$ cat config.mk
export PLATFORM = sky130hd
export DESIGN_NAME = cam_pair_capture
export DESIGN_NICKNAME = d
export VERILOG_FILES = /design/src/rtl/cam_pair_pkg.sv /design/src/rtl/cam_pair_sync.sv /design/src/rtl/cam_pair_ctrl.sv /design/src/rtl/cam_pair_dpath.sv /design/src/rtl/cam_pair_capture.sv
export SDC_FILE = /design/constraint.sdc
export NUM_CORES = 1
export LEC_CHECK = 0
export BUFFER_PORTS_ARGS = -buffer_cell sky130_fd_sc_hd__buf_2
export CORE_MARGIN = 2
export CORE_UTILIZATION = 57
export DETAILED_ROUTE_END_ITERATION = 12
export GPL_ROUTABILITY_DRIVEN = 0
export HOLD_SLACK_MARGIN = 0.08
export PLACE_DENSITY = 0.82
export SYNTH_ARGS = -nofsm -noshare
export SYNTH_HDL_FRONTEND = slang
export SYNTH_SLANG_ARGS = --single-unit
export TNS_END_PERCENT = 30
$ cat constraint.sdc
create_clock -name clk -period 2.6 [get_ports clk]
set_input_delay 0.52 -clock clk [delete_from_list [all_inputs] [get_ports clk]]
set_output_delay 0.52 -clock clk [all_outputs]
set_load 0.03 [all_outputs]
$ cat src/rtl/cam_pair_pkg.sv
package cam_pair_pkg;
  // Strobes from the pairing control to the datapath
  typedef struct packed {
    logic capFirst;  // latch the first byte of a pair
    logic emitPair;  // second byte present: form and emit a word
    logic chromaV;   // chroma of the word being formed is V
  } pairCtl_t;
endpackage

$ cat src/rtl/cam_pair_sync.sv
module cam_pair_sync #(
  parameter int DATA_W      = 8,
  parameter int SYNC_STAGES = 2
) (
  input  logic              clk,
  input  logic              rst,
  input  logic              pclkIn,
  input  logic              vsyncIn,
  input  logic              hrefIn,
  input  logic [DATA_W-1:0] dataIn,
  output logic              pclkRise,
  output logic              vsyncS,
  output logic              hrefS,
  output logic [DATA_W-1:0] dataS
);
  localparam int BUS_W = DATA_W + 3;
  localparam int LAST  = SYNC_STAGES - 1;

  logic [SYNC_STAGES-1:0][BUS_W-1:0] stage;
  logic pclkPrev;

  // All sensor lines share one synchroniser chain so they stay aligned
  always_ff @(posedge clk) begin
    if (rst) begin
      stage    <= '0;
      pclkPrev <= 1'b0;
    end else begin
      stage[0] <= {pclkIn, vsyncIn, hrefIn, dataIn};
      for (int s = 1; s < SYNC_STAGES; s++) stage[s] <= stage[s-1];
      pclkPrev <= stage[LAST][BUS_W-1];
    end
  end

  assign pclkRise = stage[LAST][BUS_W-1] & ~pclkPrev;
  assign vsyncS   = stage[LAST][BUS_W-2];
  assign hrefS    = stage[LAST][BUS_W-3];
  assign dataS    = stage[LAST][DATA_W-1:0];

  // The byte clock is slow enough that a rise is never seen twice in a row
  a_r4_rise_spacing: assert property (@(posedge clk) disable iff (rst)
    pclkRise |=> !pclkRise);
endmodule

$ cat src/rtl/cam_pair_ctrl.sv
module cam_pair_ctrl
  import cam_pair_pkg::*;
(
  input  logic     clk,
  input  logic     rst,
  input  logic     pclkRise,
  input  logic     vsyncS,
  input  logic     hrefS,
  output pairCtl_t ctl
);
  logic phase;        // 0: next byte is chroma half, 1: luma half
  logic chromaState;  // chroma of the pair being formed
  logic active;

  assign active = pclkRise & hrefS & ~vsyncS;

  always_comb begin
    ctl          = '0;
    ctl.capFirst = active & ~phase;
    ctl.emitPair = active & phase;
    ctl.chromaV  = chromaState;
  end

  always_ff @(posedge clk) begin
    if (rst || vsyncS || !hrefS) begin
      phase       <= 1'b0;
      chromaState <= 1'b0;
    end else if (active) begin
      phase <= ~phase;
      if (phase) chromaState <= ~chromaState;
    end
  end

  // a new line always starts on U chroma
  a_r8_line_starts_u: assert property (@(posedge clk) disable iff (rst)
    $rose(hrefS) |-> !ctl.chromaV);
  // a pair cannot complete without its first half
  a_r9_no_lone_emit: assert property (@(posedge clk) disable iff (rst)
    $rose(hrefS) |-> !ctl.emitPair);
endmodule

$ cat src/rtl/cam_pair_dpath.sv
module cam_pair_dpath
  import cam_pair_pkg::*;
#(
  parameter int DATA_W = 8
) (
  input  logic                clk,
  input  logic                rst,
  input  pairCtl_t            ctl,
  input  logic [DATA_W-1:0]   dataS,
  input  logic                vsyncS,
  input  logic                hrefS,
  output logic                vsyncOut,
  output logic                hsyncOut,
  output logic                pixEn,
  output logic [2*DATA_W-1:0] pixWord,
  output logic                chromaIsV
);
  logic [DATA_W-1:0] chromaHold;

  always_ff @(posedge clk) begin
    if (rst) begin
      chromaHold <= '0;
      pixWord    <= '0;
      pixEn      <= 1'b0;
      chromaIsV  <= 1'b0;
      vsyncOut   <= 1'b0;
      hsyncOut   <= 1'b0;
    end else begin
      vsyncOut <= vsyncS;
      hsyncOut <= hrefS;
      pixEn    <= ctl.emitPair;
      if (ctl.capFirst) chromaHold <= dataS;
      if (ctl.emitPair) begin
        pixWord   <= {dataS, chromaHold};
        chromaIsV <= ctl.chromaV;
      end
    end
  end

  a_r4_single_pulse: assert property (@(posedge clk) disable iff (rst)
    pixEn |=> !pixEn);
endmodule

$ cat src/rtl/cam_pair_capture.sv
module cam_pair_capture
  import cam_pair_pkg::*;
#(
  parameter int DATA_W      = 8,
  parameter int SYNC_STAGES = 2
) (
  input  logic                clk,
  input  logic                rst,
  input  logic                sensPclk,
  input  logic                sensVsync,
  input  logic                sensHref,
  input  logic [DATA_W-1:0]   sensData,
  output logic                vsyncOut,
  output logic                hsyncOut,
  output logic                pixEn,
  output logic [2*DATA_W-1:0] pixWord,
  output logic                chromaIsV
);
  localparam int LAT = SYNC_STAGES + 1;

  logic              pclkRise, vsyncS, hrefS;
  logic [DATA_W-1:0] dataS;
  pairCtl_t          ctl;

  cam_pair_sync #(.DATA_W(DATA_W), .SYNC_STAGES(SYNC_STAGES)) i_sync (
    .clk(clk), .rst(rst), .pclkIn(sensPclk), .vsyncIn(sensVsync),
    .hrefIn(sensHref), .dataIn(sensData), .pclkRise(pclkRise),
    .vsyncS(vsyncS), .hrefS(hrefS), .dataS(dataS));

  cam_pair_ctrl i_ctrl (
    .clk(clk), .rst(rst), .pclkRise(pclkRise), .vsyncS(vsyncS),
    .hrefS(hrefS), .ctl(ctl));

  cam_pair_dpath #(.DATA_W(DATA_W)) i_dpath (
    .clk(clk), .rst(rst), .ctl(ctl), .dataS(dataS), .vsyncS(vsyncS),
    .hrefS(hrefS), .vsyncOut(vsyncOut), .hsyncOut(hsyncOut),
    .pixEn(pixEn), .pixWord(pixWord), .chromaIsV(chromaIsV));

  a_r2_vsync_rise: assert property (@(posedge clk) disable iff (rst)
    $rose(vsyncOut) |-> $past(sensVsync, LAT));
  a_r2_vsync_fall: assert property (@(posedge clk) disable iff (rst)
    $fell(vsyncOut) |-> !$past(sensVsync, LAT));
  a_r3_hsync_rise: assert property (@(posedge clk) disable iff (rst)
    $rose(hsyncOut) |-> $past(sensHref, LAT));
  a_r3_hsync_fall: assert property (@(posedge clk) disable iff (rst)
    $fell(hsyncOut) |-> !$past(sensHref, LAT));
  a_r5_en_in_line: assert property (@(posedge clk) disable iff (rst)
    pixEn |-> hsyncOut);
  a_r10_no_en_in_vsync: assert property (@(posedge clk) disable iff (rst)
    pixEn |-> !vsyncOut);
endmodule

==> impl_metrics.py <==
metrics = {
    "clock_network": {
        "cts_tree": "done",
        "cts_setup_buffers": 0,
        "numCtsBuffers": 5,
        "ctsHtreeMaxLevel": 2,
        "cts_resized": 0,
        "cts_root_buffer": "clkbuf_4",
        "cts_max_path_buffers": 2,
        "cts_hold_buffers": 0,
        "clock_latency_ns": 0.36,
        "cts.sinks": 53,
        "clk_pin_slew_ns": 0.14,
    },
    "timing": {
        "rsz0062_at_grt": "no",
        "relSlewSlack": 0.423,
        "slew_violations": 0,
        "period_needed_ns": 1.71,
        "fmax_ghz": 0.586,
        "setup_viol": 0,
        "fin_crit_sh": 0.656,
        "tightest_slew_ns": 0.866,
        "clock-skew-final_ns": 0.0173,
        "finalHoldViolations": 0,
        "fin_tns_setup_ns": 0,
    },
    "synth": {
        "synth.area.top_cells": "dfxtp_1, nor2b_1, o21ai_0",
        "yosysUniqueCellTypes": 18,
        "yosys.area.top_type": "dfxtp_1",
        "netlist_area_um2": 1740,
        "synthSimpleGateAreaFrac": 0.187,
        "postSynthAreaPerCell_um2": 9.59,
        "syn_inst": 181,
        "synth_fa_ha_area_frac": 0,
        "synth-xor-area-share": 0.00505,
        "synth_seq_cells": 53,
        "yosys.area.top_type_share": 0.611,
        "synth_warnings": 0,
        "syn_nets": 194,
        "synth-compound-area-share": 0.153,
        "synth_top_family_by_area": "simple AND/OR/NAND/NOR gates",
        "ys_seq_area_frac": 0.611,
        "synth_mux_area_frac": 0,
    },
    "setup_path": {
        "cp_max_fo": 28,
        "critPathRequiredTime_ns": 2.86,
        "crit_path_start": "i_ctrl.phase",
        "reg2reg_depth": 4,
        "crit_type": "reg2reg",
        "startpoint_type": "register",
        "regToRegStartpoint": "i_ctrl.phase",
        "rr_endpoint": "i_ctrl.chromaState",
        "cp-end-kind": "register",
        "ff2ff_setup_slack_ns": 0.89,
        "setup.worst_path.end": "i_ctrl.chromaState",
        "arrival_ns": 1.97,
    },
    "drt": {
        "firstDrtPassIters": 4,
        "wl_mm": 2.82,
        "vias": 1296,
        "wire_per_inst_um": 11.7,
        "drt_iter0_drc": 43,
        "drc": 0,
        "vias_per_cell": 5.40,
        "antenna_left": 0,
    },
    "min_path": {
        "hold_class": "in2reg",
    },
    "die": {
        "start_util": 0.583,
        "core_um2": 2980,
        "die_w_um": 59.2,
        "die_h_um": 59.2,
        "die_area_um2": 3500,
        "rows": 20,
        "num_io_pins": 33,
    },
    "placement": {
        "io_buffers": 32,
        "placed_area_um2": 1910,
    },
    "layout": {
        "insertedDiodeCount": 0,
        "drive_gt1_frac": 0.213,
        "nFillCells": 242,
        "final_area_um2": 1990,
        "nets": 219,
        "syn2layout_area_growth_pct": 14.7,
    },
    "global_routing": {
        "grt_pass1_wl_mm": 4.60,
        "overflow": 0,
        "grt_pass1_vias": 1028,
        "grt_usage": 0.179,
        "grt_max_degree": 54,
        "antenna_found_initial": 0,
    },
    "outcome": {
        "outcome": "finished clean",
    },
    "power_and_ir_drop": {
        "leakage_nw": 0.765,
        "vdd_drop_max_v": 0.000429,
        "power.density_nw_per_um2": 671,
    },
    "run": {
        "maxCapViolations": 0,
    },
}
==> worst min-delay path by stage <==
stage,startpoint,endpoint,slack [ns],cells after the start
6_report,sensHref,i_sync.stage[8],0.37,2
3_3_place_gp,i_sync.stage[4],i_sync.dataS[4],0.42,1
3_5_place_dp,i_sync.stage[6],i_sync.dataS[6],0.42,1
4_1_cts,sensData[1],i_sync.stage[1],0.34,2
5_1_grt,sensHref,i_sync.stage[8],0.35,2
2_1_floorplan,i_sync.stage[0],i_sync.dataS[0],0.41,1
==> area by class of cell <==
| cell class | instances | area, µm² | share of cell area |
|---|---|---|---|
| inverter | 2 | 7.51 | 0.00377 |
| sequential | 53 | 1060 | 0.533 |
| timing repair buffer | 35 | 183 | 0.0918 |
| tap | 33 | 41.3 | 0.0207 |
| clock buffer | 7 | 55.1 | 0.0277 |
| clock inverter | 1 | 30.0 | 0.0151 |
| multi-input combinational | 109 | 613 | 0.308 |
==> where the power goes <==
part           internal (mW)  switching (mW)
logic                 0.0187          0.0215
clock network          0.230           0.229
registers              0.829         0.00706
total                   1.08           0.257
==> Yosys cell counts, drive strengths merged <==
cell type	number
xnor2	1
nor4	1
a21oi	25
nor2	1
nor2b	25
dfxtp	53
a2111oi	1
nand3	25
nand4bb	1
nor4bb	1
o21ai	26
inv	2
or3	1
nor3	1
clkbuf	11
buf	6
==> cell families after synthesis <==
kind of cell / Yosys count
AND/OR/NAND/NOR: 56
XOR/XNOR: 1
AO/OA/AOI/OAI: 52
buffers and inverters: 19
flip-flops: 53
==> placed cells by master (no fill, tap or decap), types with 3 or more instances in the layout <==
master and n:
nor2b_1 25, clkbuf_4 5, buf_4 3, o21ai_0 26
nand3_1 25, dfxtp_1 53, buf_2 32, a21oi_1 25
==> registers in the layout (all words and copies together) (netlist names), 8 cells and up <==
signal              flops
i_dpath.chromaHold      8
i_sync.stage           12
i_sync.dataS            8
i_dpath.pixWord        16
==> critical path, cell delays in order, from the launching register on <==
cell and delay [ns]:
dfxtp_1 0.33, buf_4 0.25, inv_2 0.22, or3_1 0.41, a2111oi_1 0.37
==> metrics by stage <==
stage / util / power (mW) / hold WS, ns / std cells / setup slack (ns)
after CTS: 0.668 / 1.35 / 0.343 / 240 / 0.892
final: 0.668 / 1.34 / 0.367 / 240 / 0.894
after global routing: 0.668 / 1.39 / 0.347 / 240 / 0.718
after detailed placement: 0.640 / 0.895 / 0.422 / 232 / 0.929
after global placement: 0.640 / 0.893 / 0.419 / 232 / 0.989
after floorplan: - / 0.881 / 0.414 / 181 / 1.23
==> layer usage <==
metal,vias to the layer above,global-route usage,part of all wire
met5,-,0,0
met4,0,0.101,0.020
met3,6,0.0655,0.056
met2,45,0.260,0.48
met1,578,0.228,0.44
li1,667,-,-
Note: power is estimated with default switching activity, not from simulation.
